--- config.mk ---
export PLATFORM = sky130hd
export DESIGN_NAME = boost_governor
export DESIGN_NICKNAME = d
export VERILOG_FILES = /design/src/rtl/boost_pkg.sv /design/src/rtl/boost_cfg_regs.sv /design/src/rtl/boost_decide.sv /design/src/rtl/boost_level.sv /design/src/rtl/boost_governor.sv
export SDC_FILE = /design/constraint.sdc
export NUM_CORES = 1
export LEC_CHECK = 0
export ABC_AREA = 1
export BUFFER_PORTS_ARGS = -buffer_cell sky130_fd_sc_hd__buf_4
export CAP_MARGIN = 10
export CORE_MARGIN = 2
export CORE_UTILIZATION = 37
export DETAILED_ROUTE_END_ITERATION = 6
export GPL_ROUTABILITY_DRIVEN = 1
export GPL_TIMING_DRIVEN = 1
export SYNTH_ARGS = -nofsm -noshare
export SYNTH_HDL_FRONTEND = slang
export SYNTH_SLANG_ARGS = --single-unit
--- constraint.sdc ---
create_clock -name clk -period 4 [get_ports clk]
set_input_delay 0.6 -clock clk [delete_from_list [all_inputs] [get_ports clk]]
set_output_delay 0.6 -clock clk [all_outputs]
set_load 0.005 [all_outputs]
--- src/rtl/boost_pkg.sv ---
package boost_pkg;

    localparam int LVL_W = 5;
    localparam int PWR_W = 10;

    typedef enum logic [1:0] {
        DEC_HOLD  = 2'd0,
        DEC_RAISE = 2'd1,
        DEC_LOWER = 2'd2
    } dec_e;

    typedef enum logic [1:0] {
        SEL_BASE   = 2'd0,
        SEL_MAX    = 2'd1,
        SEL_STEP   = 2'd2,
        SEL_TARGET = 2'd3
    } sel_e;

    typedef struct packed {
        logic [LVL_W-1:0] base;
        logic [LVL_W-1:0] top;
        logic [LVL_W-1:0] step;
        logic [PWR_W-1:0] target;
    } cfg_t;

endpackage

--- src/rtl/boost_cfg_regs.sv ---
module boost_cfg_regs
    import boost_pkg::*;
#(
    parameter int BASE_DEF   = 4,
    parameter int MAX_DEF    = 24,
    parameter int STEP_DEF   = 1,
    parameter int TARGET_DEF = 170
) (
    input  logic             clk,
    input  logic             rst,
    input  logic             wr_en,
    input  logic [1:0]       sel,
    input  logic [PWR_W-1:0] wdata,
    output cfg_t             cfg
);

    logic [LVL_W-1:0] wlvl;
    assign wlvl = wdata[LVL_W-1:0];

    always_ff @(posedge clk) begin
        if (rst) begin
            cfg.base   <= LVL_W'(BASE_DEF);
            cfg.top    <= LVL_W'(MAX_DEF);
            cfg.step   <= LVL_W'(STEP_DEF);
            cfg.target <= PWR_W'(TARGET_DEF);
        end else if (wr_en) begin
            case (sel_e'(sel))
                SEL_BASE:   cfg.base   <= wlvl;
                SEL_MAX:    cfg.top    <= wlvl;
                SEL_STEP:   cfg.step   <= wlvl;
                SEL_TARGET: cfg.target <= wdata;
                default:    ;
            endcase
        end
    end

endmodule

--- src/rtl/boost_decide.sv ---
module boost_decide
    import boost_pkg::*;
#(
    parameter int HYST = 5
) (
    input  logic [PWR_W-1:0] pwr,
    input  logic [PWR_W-1:0] target,
    output dec_e             dec
);

    localparam int EXT_W = PWR_W + 1;

    logic [EXT_W-1:0] pwr_hi;
    logic [EXT_W-1:0] tgt_hi;

    assign pwr_hi = {1'b0, pwr} + EXT_W'(HYST);
    assign tgt_hi = {1'b0, target} + EXT_W'(HYST);

    always_comb begin
        if (pwr_hi < {1'b0, target})
            dec = DEC_RAISE;
        else if ({1'b0, pwr} > tgt_hi)
            dec = DEC_LOWER;
        else
            dec = DEC_HOLD;
    end

endmodule

--- src/rtl/boost_level.sv ---
module boost_level
    import boost_pkg::*;
#(
    parameter int BASE_DEF = 4
) (
    input  logic             clk,
    input  logic             rst,
    input  logic             smp,
    input  dec_e             dec,
    input  cfg_t             cfg,
    input  logic             base_wr,
    input  logic [LVL_W-1:0] base_new,
    output logic [LVL_W-1:0] level_q,
    output logic             chg_q
);

    localparam int EXT_W = LVL_W + 1;

    logic [EXT_W-1:0] up_sum;
    logic [EXT_W-1:0] dn_diff;
    logic [LVL_W-1:0] decided;
    logic [LVL_W-1:0] nxt;

    assign up_sum  = {1'b0, level_q} + {1'b0, cfg.step};
    assign dn_diff = {1'b0, level_q} - {1'b0, cfg.step};

    always_comb begin
        decided = level_q;
        if (smp) begin
            if (dec == DEC_RAISE && level_q < cfg.top) begin
                if (up_sum > {1'b0, cfg.top})
                    decided = cfg.top;
                else
                    decided = up_sum[LVL_W-1:0];
            end else if (dec == DEC_LOWER && level_q > cfg.base) begin
                if (dn_diff[LVL_W] || dn_diff[LVL_W-1:0] < cfg.base)
                    decided = cfg.base;
                else
                    decided = dn_diff[LVL_W-1:0];
            end
        end
        nxt = decided;
        if (base_wr && base_new > decided)
            nxt = base_new;
    end

    always_ff @(posedge clk) begin
        if (rst) begin
            level_q <= LVL_W'(BASE_DEF);
            chg_q   <= 1'b0;
        end else begin
            level_q <= nxt;
            chg_q   <= (nxt != level_q);
        end
    end


    level_floor_chk: assert property (@(posedge clk) disable iff (rst)
        level_q >= cfg.base);


    idle_hold_chk: assert property (@(posedge clk) disable iff (rst)
        (!smp && !base_wr) |=> $stable(level_q));


    chg_strobe_chk: assert property (@(posedge clk) disable iff (rst)
        chg_q == (level_q != $past(level_q)));


    rise_step_chk: assert property (@(posedge clk) disable iff (rst)
        (smp && dec == DEC_RAISE && !base_wr) |=>
            (level_q >= $past(level_q)) &&
            ({1'b0, level_q} <= {1'b0, $past(level_q)} + {1'b0, $past(cfg.step)}));


    fall_step_chk: assert property (@(posedge clk) disable iff (rst)
        (smp && dec == DEC_LOWER && !base_wr) |=> level_q <= $past(level_q));


    band_hold_chk: assert property (@(posedge clk) disable iff (rst)
        (smp && dec == DEC_HOLD && !base_wr) |=> !chg_q);

endmodule

--- src/rtl/boost_governor.sv ---
module boost_governor
    import boost_pkg::*;
#(
    parameter int BASE_DEF   = 4,
    parameter int MAX_DEF    = 24,
    parameter int STEP_DEF   = 1,
    parameter int TARGET_DEF = 170,
    parameter int HYST       = 5
) (
    input  logic             clk,
    input  logic             rst,
    input  logic             sample_vld,
    input  logic [PWR_W-1:0] sample_pwr,
    input  logic             cfg_wr,
    input  logic [1:0]       cfg_sel,
    input  logic [PWR_W-1:0] cfg_wdata,
    output logic [LVL_W-1:0] level,
    output logic             level_chg
);

    cfg_t cfg;
    dec_e dec;
    logic base_wr;

    assign base_wr = cfg_wr && (sel_e'(cfg_sel) == SEL_BASE);

    boost_cfg_regs #(
        .BASE_DEF  (BASE_DEF),
        .MAX_DEF   (MAX_DEF),
        .STEP_DEF  (STEP_DEF),
        .TARGET_DEF(TARGET_DEF)
    ) u_cfg (
        .clk  (clk),
        .rst  (rst),
        .wr_en(cfg_wr),
        .sel  (cfg_sel),
        .wdata(cfg_wdata),
        .cfg  (cfg)
    );

    boost_decide #(
        .HYST(HYST)
    ) u_decide (
        .pwr   (sample_pwr),
        .target(cfg.target),
        .dec   (dec)
    );

    boost_level #(
        .BASE_DEF(BASE_DEF)
    ) u_level (
        .clk     (clk),
        .rst     (rst),
        .smp     (sample_vld),
        .dec     (dec),
        .cfg     (cfg),
        .base_wr (base_wr),
        .base_new(cfg_wdata[LVL_W-1:0]),
        .level_q (level),
        .chg_q   (level_chg)
    );


    base_lift_chk: assert property (@(posedge clk) disable iff (rst)
        base_wr |=> level >= $past(cfg_wdata[LVL_W-1:0]));

endmodule

Word-level counts from Yosys, hierarchy flattened
Index checks and enable logic that the tools add are counted.

Word-level logic and storage cells: 41. Output and inout bits: 6. Input port bits: 26. Register bits after elaboration: 31.

Reductions and logical operators: 10. Muxes and demuxes: 8. Equality and inequality tests: 6. Add/sub/neg operators: 4. Order comparisons: 7.

Operators with widths (count): two-way mux 5 bit (6); adder 10 x 3 -> 11 bit (second input constant) (2); > comparator 10 x 11 -> 1 bit (1); < comparator 11 x 10 -> 1 bit (1); > comparator 5 bit (2); < comparator 5 bit (2); AND reduction 2 bit (4); adder 5 x 5 -> 6 bit (1); == test 2 bit (second input constant) (3); > comparator 6 x 5 -> 1 bit (1); subtractor 5 x 5 -> 6 bit (1); inequality test 5 bit (1); == test 2 x 1 -> 1 bit (second input constant) (2); logical AND 1 bit (4); two-way mux 2 bit (2); zero test 2 bit (1); logical OR 1 bit (1).

Logic depth before layout (Yosys ltp)
Gate-level depths: netlist of the first run.

Word-level depth: 13. Depth in mapped cells: 37. Mapped depth without buffers: 36.

By module
From an unflattened synthesis of the first run, not the netlist that was laid out.

Cells, all modules: 575. Area, all modules: 3734.8 um2.

Modules (own cells, without submodules): boost_level (area an instance 1744.2 um2, cells each 284, instances 1, seq. area each 120.1 um2); boost_cfg_regs (area an instance 1072.3 um2, cells each 151, instances 1, seq. area each 500.5 um2); boost_decide (area an instance 904.6 um2, cells each 137, instances 1, seq. area each 0.0 um2); boost_governor (area an instance 13.8 um2, cells each 3, instances 1, seq. area each 0.0 um2).

Least setup slack after synthesis of the first run
Ideal clock, no wire load.

Kind: register to register. From: register u_level.level_q[0]. To: register u_level.chg_q. Cell stages (with the launch flop): 34. Data arrival time: 3.923 ns. Required time: 3.872 ns. Period minus slack after synthesis: 4.050 ns. Buffers on the path: 0. Setup slack: -0.050 ns. Setup time: 0.128 ns. Cell sequence: dfxtp_1 > inv_1 > ha_1 > inv_1 > fa_1 > nand3_1 > nand3_1 > nand2_1 > inv_1 > ha_1 > nand2_1 > inv_2 > nand2_1 > nand3_1 > nand2_1 > nand2_1 > nand2_1 > clkinv_1 > nand4_1 > nand3_1 > a21boi_0 > ha_1 > a21oi_1 > o221ai_1 > nand2_1 > clkinv_1 > nand2_1 > nand2_1 > nand2_1 > nand2_1 > nor2_1 > nand2_1 > nor2_1 > nor2_1.

Cells in the longest elaborated chain, start to end: 11. Elaborated cells between the ends (all ways): 18. Those cells by class: add/sub: 2; order compare: 5; eq/ne: 1; mux: 6; reduce/logical: 4.

Ends and longest elaborated chain: start, declared (line boost_level.sv:13) `output logic [LVL_W-1:0] level_q,`; start signal, assigned (line boost_level.sv:49) `level_q <= LVL_W'(BASE_DEF);`; start signal, assigned (line boost_level.sv:52) `level_q <= nxt;`; subtractor 5 x 5 -> 6 bit (line boost_level.sv:25) `assign dn_diff = {1'b0, level_q} - {1'b0, cfg.step};`; < comparator 5 bit (line boost_level.sv:36) `if (dn_diff[LVL_W] || dn_diff[LVL_W-1:0] < cfg.base)`; logical OR 1 bit (line boost_level.sv:36); two-way mux 5 bit (line boost_level.sv:36); two-way mux 5 bit (line boost_level.sv:35) `end else if (dec == DEC_LOWER && level_q > cfg.base) begin`; two-way mux 5 bit (line boost_level.sv:30) `if (dec == DEC_RAISE && level_q < cfg.top) begin`; two-way mux 5 bit (line boost_level.sv:29) `if (smp) begin`; > comparator 5 bit (line boost_level.sv:43) `if (base_wr && base_new > decided)`; logical AND 1 bit (line boost_level.sv:43); two-way mux 5 bit (line boost_level.sv:43); inequality test 5 bit * (line boost_level.sv:53) `chg_q <= (nxt != level_q);`; end signal, assigned (line boost_level.sv:53); end, declared (line boost_level.sv:14) `output logic chg_q`.

Mark *: on every way between the ends. The rest lies on a longest branch, timed or not. A chain may end at the register's enable or synchronous reset.

Worst setup path in the final report of the first run
Ends and elaborated chain as after synthesis.

==> results of run 1 <==
-- registers in the layout, indices dropped and copies added (netlist names) --
signal / cells
u_cfg.cfg: 25
u_level.level_q: 5
u_level.chg_q: 1
-- cell type report --
type / instances / share of cell area, %
inverters: 81 / 6.83
repair buffers: 88 / 14.9
clock inverters: 2 / 0.771
clock buffers: 6 / 1.82
well taps: 108 / 2.97
flip-flops and latches: 31 / 14.0
multi-input cells: 385 / 58.8
-- power by group --
part	leakage [nW]	switching, mW	internal (mW)
clock	0.0612	0.129	0.202
combinational	2.00	0.670	0.548
sequential	0.256	0.0258	0.337
total	2.32	0.825	1.09
-- what timing repair did --
action                     CTS  global route
resized for setup           47            43
buffers inserted             4             5
setup endpoints to repair    5             6
pin swaps                   30            41
-- final timing paths --
check / startpoint / endpoint / slack, ns / cells past startpoint
hold / removal: u_cfg.cfg[21] / u_cfg.cfg[21] / 0.53 / 2
setup reg to reg: u_level.level_q[0] / u_level.chg_q / -0.01 / 33
hold reg to reg: u_cfg.cfg[21] / u_cfg.cfg[21] / 0.53 / 2
setup / recovery: u_level.level_q[0] / u_level.chg_q / -0.01 / 33
-- critical path: cells and delay by family (launching register included) --
family          cells  cell delay (ns)
simple gates       20             1.54
fa+ha+maj           4             1.07
buf+inv             7             0.56
flops               1             0.38
compound gates      2             0.34
-- layer usage --
layer | wire length [um] | vias up | share of wire [%] | GRT usage, %
li1 | - | 1824 | - | -
met1 | 4320 | 1574 | 44 | 27.5
met2 | 4950 | 63 | 50 | 36.9
met3 | 513 | 6 | 5.2 | 1.99
met4 | 65 | 0 | 0.66 | 3.37
met5 | 0 | - | 0 | 0
-- per-stage QoR --
stage	std cells	hold slack [ns]	cell area [um^2]	total power, mW	utilization, %
after floorplan	503	0.451	3320	0.965	-
after global placement	684	0.499	4020	1.33	46.1
after detailed placement	684	0.510	4020	1.34	46.1
after CTS	696	0.524	4340	1.78	49.7
after global routing	701	0.546	4540	2.08	52.1
final	701	0.525	4540	1.91	52.1
-- synth_stat cells --
| cell | count |
|---|---|
| nor2_1 | 28 |
| inv_4 | 1 |
| xnor2_1 | 6 |
| nand3_1 | 26 |
| ha_1 | 55 |
| clkinv_1 | 5 |
| nand2_1 | 135 |
| o221ai_1 | 1 |
| inv_1 | 64 |
| inv_2 | 11 |
| nor3_1 | 9 |
| a21boi_0 | 1 |
| buf_2 | 1 |
| o21bai_2 | 1 |
| a21oi_1 | 45 |
| clkbuf_1 | 4 |
| nand2_2 | 2 |
| o211ai_1 | 4 |
| fa_1 | 2 |
| a21oi_4 | 1 |
| a21o_1 | 1 |
| o21ai_0 | 23 |
| nand4_1 | 9 |
| a31oi_1 | 1 |
| o21ai_1 | 4 |
| nand3_2 | 7 |
| nand3b_1 | 3 |
| buf_6 | 1 |
| dfxtp_1 | 31 |
| nor2_2 | 1 |
| nor3_2 | 1 |
| o21ai_2 | 2 |
| a21oi_2 | 2 |
| xor2_1 | 14 |
| nand2_4 | 1 |
-- logic make-up (layout without fill, tap and decap cells) --
family | after synthesis | count (layout) | synth area share (%)
buffers and inverters | 87 | 177 | 10.2
adder cells (fa/ha/maj) | 57 | 57 | 21.9
AO/OA/AOI/OAI | 86 | 86 | 14.5
flip-flops | 31 | 31 | 18.7
AND/OR/NAND/NOR | 222 | 222 | 29.4
XOR/XNOR | 20 | 20 | 5.28
==> results.json, run 1 <==
{
  "status": "finished, violations left",
  "violations": "setup timing",
  "start_util_pct": 38.1,
  "drc": 0,
  "synth_cell_types": 35,
  "hold_viol_final": 0,
  "drv_cap": 0,
  "clock_sinks": 31,
  "path_class": "reg -> reg",
  "multi_input_area_um2": 2670,
  "worstPathRequired_ns": 4.17,
  "diodes": 0,
  "synthCells": 503,
  "hold_buffers": 0,
  "tritoncts": "built",
  "setup_tns_ns": -0.0111,
  "numCtsBuffers": 5,
  "antenna_found_initial": 0,
  "gp_congestion": 0.961,
  "clockBufferDepth": 2,
  "final-setup-viol-count": 1,
  "rows": 34,
  "die_area_um2": 9750,
  "area_growth_pct": 36.9,
  "synth-seq-cells": 31,
  "firstDrtPassIters": 4,
  "drv_slew": 0,
  "dpl.hpwl_mm": 7.66,
  "worstSetupEndpointType": "flop",
  "htreeDepth": 2,
  "p_leak_nw": 2.32,
  "seq_area_frac_synth_pct": 18.7,
  "period_needed_ns": 4.01,
  "p_per_area_nw_per_um2": 421,
  "nets": 675,
  "numPortBuffers": 31,
  "io_pins": 32,
  "skew_ns": 0.0153,
  "crit_path_max_fanout": 5,
  "clkTransAtPathRegs_ns": 0.08,
  "yosysTopAreaCellShare_pct": 20.7,
  "mostFrequentLayoutCells": "115 x nand2_1, 84 x buf_4, 60 x inv_1",
  "timing_worst_slew_pin_value_ns": 0.941,
  "cts-root-buf": "clkbuf_8",
  "slew_headroom_pct": 36.8,
  "grt_max_degree": 23,
  "grt_pass1_wl_mm": 16.2,
  "worst_slack_ns": -0.0111,
  "layout_commonest_cell": "nand2_1",
  "regArea_um2": 634,
  "track_usage_pct": 20.7,
  "avgRoutedWirePerCell_um": 14.1,
  "pre_cts_slack_ns": -0.231,
  "drt_iter0_markers": 245,
  "max_freq_ghz": 0.249,
  "ant_nets": 0,
  "synthTopCellsByArea": "ha_1 21%, dfxtp_1 19%, nand2_1 15%, inv_1 7.2%, a21oi_1 6.8%",
  "num-fill-cells": 862,
  "clk_latency_ns": 0.29,
  "period_share_pct": 100,
  "avgSynthCellArea_um2": 6.60,
  "core-area_um2": 8720,
  "synth.cell_area_um2": 3320,
  "synth_fp_nets": 586,
  "num_vias": 3467,
  "yosys_warnings": 0,
  "overflow": 0,
  "rsz0062_at_grt": "true",
  "worstPathArrival_ns": 4.18,
  "crit_path_frequent_cell": "nand2_2",
  "drive_above_1_share_pct": 33.2,
  "ir_worst_vdd_v": 0.000227,
  "routed_wl_mm": 9.85,
  "slowest_stage": "fa_2",
  "cp-start-kind": "flop",
  "fp.dieH_um": 98.7,
  "synth_area_leader_cell": "ha_1",
  "die_x_um": 98.7,
  "critPathMaxStageDelay_ns": 0.41,
  "viasPerCell": 4.95,
  "grt_pass1_vias": 3377,
  "hold_class": "reg -> reg"
}
Note: power is estimated with default switching activity, not from simulation.
==> inputs of run 2 (changes only) <==
--- a/config.mk
+++ b/config.mk
@@ -9,10 +9,12 @@
 export BUFFER_PORTS_ARGS = -buffer_cell sky130_fd_sc_hd__buf_4
 export CAP_MARGIN = 10
 export CORE_MARGIN = 2
-export CORE_UTILIZATION = 37
+export CORE_UTILIZATION = 55
 export DETAILED_ROUTE_END_ITERATION = 6
 export GPL_ROUTABILITY_DRIVEN = 1
 export GPL_TIMING_DRIVEN = 1
+export PLACE_DENSITY = 0.78
+export SKIP_LAST_GASP = 1
 export SYNTH_ARGS = -nofsm -noshare
 export SYNTH_HDL_FRONTEND = slang
 export SYNTH_SLANG_ARGS = --single-unit
==> run 2 against run 1 <==
The flow still finishes with violations (setup timing). Clock power about the same. Maximum frequency fell by 2.4%. Largest cell class unchanged. Count of clock-buffer cells in the layout stayed put. Total power up 2.2%. Utilization grew 26 points. Global-route usage up 9.7 points. Sequential share of layout area is essentially flat. Setup slack worse by 0.098 ns. Via count up 5.7%. Critical path depth grew 1. Sequential power barely moved. Final area rose by 0.69%.
==> results.json, run 2 (synthesis results as in run 1) <==
{
  "track_usage_pct": 30.4,
  "cts-root-buf": "clkbuf_8",
  "drv_slew": 0,
  "numPortBuffers": 31,
  "final_core_util_pct": 77.7,
  "period_needed_ns": 4.11,
  "diodes": 0,
  "clkTransAtPathRegs_ns": 0.07,
  "nets": 675,
  "clockBufferDepth": 2,
  "crit_path_frequent_cell": "nand2_1",
  "period_share_pct": 103,
  "violations": "setup timing",
  "path_class": "reg -> reg",
  "switching_power_mw": 0.855,
  "start_util_pct": 56.4,
  "grt_max_degree": 23,
  "worstPathArrival_ns": 4.30,
  "drive_above_1_share_pct": 33.7,
  "grt_pass1_wl_mm": 15.4,
  "rsz0062_at_grt": "true",
  "fp.dieH_um": 81.7,
  "worstSetupEndpointType": "flop",
  "mostFrequentLayoutCells": "116 x nand2_1, 82 x buf_4, 59 x inv_1",
  "slew_headroom_pct": 49.3,
  "top_register": "u_cfg.cfg",
  "globalRouteMet1Util_pct": 41.3,
  "avgRoutedWirePerCell_um": 15.6,
  "hold_class": "in -> reg",
  "firstDrtPassIters": 5,
  "largest_reg_flops": 25,
  "dpl.hpwl_mm": 7.49,
  "core-area_um2": 5890,
  "max_freq_ghz": 0.243,
  "clk_latency_ns": 0.30,
  "numCtsBuffers": 5,
  "rows": 28,
  "placed_cell_area_um2": 3990,
  "drt_iter0_markers": 316,
  "timing_worst_slew_pin_value_ns": 0.755,
  "overflow": 0,
  "viasPerCell": 5.49,
  "drc": 0,
  "final-setup-viol-count": 1,
  "cp-start-kind": "flop",
  "drv_cap": 0,
  "io_pins": 32,
  "die_x_um": 81.7,
  "layout_commonest_cell": "nand2_1",
  "skew_ns": 0.00661,
  "worst_slack_ns": -0.109,
  "grt_pass1_vias": 3315,
  "seq_power_share_pct": 18.6,
  "p_int_mw": 1.10,
  "pwr-share-clk_pct": 17.0,
  "final_cells": 668,
  "critPathMaxStageDelay_ns": 0.42,
  "area_growth_pct": 37.8,
  "p_comb_share_pct": 64.4,
  "crit_path_max_fanout": 5,
  "die_area_um2": 6670,
  "top_regs": "u_cfg.cfg (25), u_level.level_q (5), u_level.chg_q (1)",
  "dp.cells": 653,
  "p_per_area_nw_per_um2": 427,
  "clock_sinks": 31,
  "num-fill-cells": 416,
  "grtUsageMet3_pct": 4.84,
  "p_leak_nw": 2.34,
  "grt-busiest-layer": "met2",
  "swShare_pct": 43.8,
  "hold_ws_ns": 0.526,
  "final_area_um2": 4580,
  "hold_buffers": 0,
  "hold_viol_final": 0,
  "routed_wl_mm": 10.4,
  "worstPathRequired_ns": 4.19,
  "tritoncts": "built",
  "grtUsageMet2_pct": 50.8,
  "slowest_stage": "fa_2",
  "ir_worst_vdd_v": 0.000383,
  "antenna_found_initial": 0,
  "status": "finished, violations left",
  "htreeDepth": 2,
  "ant_nets": 0,
  "gp_congestion": 0.961,
  "num_vias": 3665
}
## run 2: cell types whose count changed in the layout (fill, tap and decap cells not counted), moves of 2 or more
cell	before	now
a21oi_1	39	35
a21oi_2	8	11
nand3_2	13	10
buf_4	84	82
buf_6	4	6
ha_4	6	8
inv_2	14	16
nand3_1	18	20
## run 2: through the flow
stage | setup TNS [ns] | power, mW | setup slack, ns
after global routing | -0.928 | 2.09 | -0.371
after floorplan | 0 | 0.965 | 0.0180
final | -0.109 | 1.95 | -0.109
after global placement | -0.109 | 1.31 | -0.109
after detailed placement | -0.227 | 1.35 | -0.176
after CTS | 0 | 1.73 | 0.00107
## run 2: critical path, delay by kind of cell (launching register included)
family | cells | cell delay [ns]
flip-flops | 1 | 0.37
AO/OA/AOI/OAI | 1 | 0.17
buffers and inverters | 7 | 0.55
AND/OR/NAND/NOR | 22 | 1.82
adder cells (fa/ha/maj) | 4 | 1.07
## run 2: final cells by class
class / instances / area (um^2) / share of cell area [%]
repair buffers: 88 / 683 / 14.9
flip-flops and latches: 31 / 637 / 13.9
well taps: 75 / 93.8 / 2.05
multi-input cells: 385 / 2740 / 59.8
inverters: 81 / 309 / 6.75
clock buffers: 6 / 82.6 / 1.80
clock inverters: 2 / 35.0 / 0.766
## run 2: repair_timing
| item | 4_1_cts | 5_1_grt |
|---|---|---|
| setup endpoints to repair | 4 | 6 |
| pin swaps | 4 | 52 |
| resized for setup | 23 | 77 |
| buffers inserted | 0 | 9 |
## run 2: per-layer routing
layer / share of wire [%] / wire length, um
met4: 2.5 / 259
met3: 7.0 / 733
met5: 0 / 0
met2: 46 / 4800
met1: 44 / 4620
## run 2: worst paths after layout
kind	startpoint	endpoint	slack (ns)	cells after the start
max	u_level.level_q[0]	u_level.chg_q	-0.11	34
max reg2reg	u_level.level_q[0]	u_level.chg_q	-0.11	34
min reg2reg	u_cfg.cfg[8]	u_cfg.cfg[8]	0.53	2
min	cfg_wdata[7]	u_cfg.cfg[7]	0.53	3
## run 2: power groups by stage
stage	combinational [mW]	sequential, mW	clock [mW]
after CTS	1.04	0.356	0.332
after floorplan	0.597	0.368	0
after global routing	1.37	0.366	0.348
after detailed placement	0.987	0.361	0
after global placement	0.954	0.360	0
final	1.26	0.363	0.332
==> inputs of run 3 (changes only) <==
--- a/config.mk
+++ b/config.mk
@@ -14,6 +14,7 @@
 export GPL_ROUTABILITY_DRIVEN = 1
 export GPL_TIMING_DRIVEN = 1
 export PLACE_DENSITY = 0.78
+export SKIP_CTS_REPAIR_TIMING = 1
 export SKIP_LAST_GASP = 1
 export SYNTH_ARGS = -nofsm -noshare
 export SYNTH_HDL_FRONTEND = slang
==> run 3 against run 2 <==
The flow still finishes with violations (setup timing). Count of clock-buffer cells in the layout unchanged. Critical path depth unchanged. Maximum frequency down 2.7%. Largest cell class unchanged. Global-route usage down 0.55 points. Combinational power about the same. Largest power group unchanged. Critical path type unchanged.
==> results.json, run 3 (synthesis results as in run 1) <==
{
  "drv_cap": 0,
  "switching_power_mw": 0.862,
  "max_freq_ghz": 0.237,
  "crit_path_frequent_cell": "nand2_1",
  "grt_max_degree": 23,
  "rsz0062_at_grt": "true",
  "die_area_um2": 6670,
  "num_vias": 3682,
  "hold_viol_final": 0,
  "nets": 672,
  "violations": "setup timing",
  "core-area_um2": 5890,
  "period_needed_ns": 4.22,
  "final_area_um2": 4530,
  "grt_pass1_vias": 3229,
  "drive_above_1_share_pct": 32.0,
  "firstDrtPassIters": 4,
  "skew_ns": 0.00424,
  "tritoncts": "built",
  "clockBufferDepth": 2,
  "critPathMaxStageDelay_ns": 0.40,
  "top_regs": "u_cfg.cfg (25), u_level.level_q (5), u_level.chg_q (1)",
  "swShare_pct": 44.2,
  "overflow": 0,
  "cp-start-kind": "flop",
  "timing_worst_slew_pin_value_ns": 0.741,
  "track_usage_pct": 29.8,
  "grtUsageMet2_pct": 49.8,
  "numPortBuffers": 31,
  "pwr-share-clk_pct": 17.1,
  "numCtsBuffers": 5,
  "status": "finished, violations left",
  "drc": 0,
  "hold_class": "in -> reg",
  "grtUsageMet3_pct": 4.73,
  "clock_sinks": 31,
  "p_comb_share_pct": 64.3,
  "slowest_stage": "fa_2",
  "p_int_mw": 1.09,
  "seq_power_share_pct": 18.6,
  "die_x_um": 81.7,
  "mostFrequentLayoutCells": "117 x nand2_1, 79 x buf_4, 60 x inv_1",
  "cts-root-buf": "clkbuf_8",
  "worstPathRequired_ns": 4.19,
  "drt_iter0_markers": 293,
  "fp.dieH_um": 81.7,
  "area_growth_pct": 36.3,
  "layout_commonest_cell": "nand2_1",
  "avgRoutedWirePerCell_um": 16.1,
  "worst_slack_ns": -0.222,
  "grt-busiest-layer": "met2",
  "clkTransAtPathRegs_ns": 0.07,
  "slew_headroom_pct": 50.2,
  "grt_pass1_wl_mm": 15.1,
  "routed_wl_mm": 10.7,
  "worstSetupEndpointType": "flop",
  "antenna_found_initial": 0,
  "globalRouteMet1Util_pct": 40.9,
  "dpl.hpwl_mm": 7.49,
  "period_share_pct": 106,
  "rows": 28,
  "multi_input_area_um2": 2710,
  "placed_cell_area_um2": 3990,
  "worstPathArrival_ns": 4.41,
  "clk_latency_ns": 0.29,
  "final_core_util_pct": 76.9,
  "largest_reg_flops": 25,
  "start_util_pct": 56.4,
  "final-setup-viol-count": 6,
  "p_leak_nw": 2.31,
  "p_per_area_nw_per_um2": 430,
  "top_register": "u_cfg.cfg",
  "crit_path_max_fanout": 5,
  "gp_congestion": 0.961,
  "viasPerCell": 5.54,
  "path_class": "reg -> reg",
  "num-fill-cells": 437,
  "ant_nets": 0,
  "regArea_um2": 636,
  "htreeDepth": 2,
  "drv_slew": 0,
  "io_pins": 32,
  "ir_worst_vdd_v": 0.000361,
  "diodes": 0
}
## run 3: path summary, 6_finish.rpt
check,start,to,slack (ns),depth (start not counted)
min reg2reg,u_cfg.cfg[21],u_cfg.cfg[21],0.54,2
max,u_level.level_q[0],u_level.chg_q,-0.22,34
min,cfg_wdata[7],u_cfg.cfg[7],0.53,3
max reg2reg,u_level.level_q[0],u_level.chg_q,-0.22,34
## run 3: critical path: cells and delay by family, from the launching register on
kind	cells	cell delay (ns)
flops	1	0.37
buf+inv	7	0.58
simple gates	22	1.90
fa+ha+maj	4	1.09
compound gates	1	0.16
## run 3: per-stage QoR
| step | setup TNS [ns] | worst slack [ns] | hold slack [ns] | power [mW] | std cells |
|---|---|---|---|---|---|
| finish | -0.450 | -0.222 | 0.527 | 1.95 | 665 |
| global placement | -0.109 | -0.109 | 0.504 | 1.31 | 653 |
| detailed placement | -0.227 | -0.176 | 0.512 | 1.35 | 653 |
| global route | -1.45 | -0.434 | 0.547 | 2.08 | 665 |
| floorplan | 0 | 0.0180 | 0.451 | 0.965 | 503 |
| CTS | -0.281 | -0.186 | 0.522 | 1.68 | 661 |
## run 3: power by group through the flow
stage / Combinational [mW] / Sequential (mW) / Clock [mW]
4_1_cts: 0.994 / 0.354 / 0.332
5_1_grt: 1.37 / 0.364 / 0.349
3_3_place_gp: 0.954 / 0.360 / 0
3_5_place_dp: 0.987 / 0.361 / 0
6_report: 1.25 / 0.362 / 0.333
2_1_floorplan: 0.597 / 0.368 / 0
## run 3: final cells by class
class / count / share of cell area [%]
clock inverter: 2 / 0.774
clock buffer: 6 / 1.82
timing repair buffer: 85 / 14.6
inverter: 81 / 6.77
sequential: 31 / 14.0
multi-input combinational: 385 / 59.9
tap: 75 / 2.07
## run 3: routing by layer
metal	wire, um	vias up
li1	-	1816
met1	4620	1675
met2	4960	155
met3	767	36
met4	339	0
met5	0	-
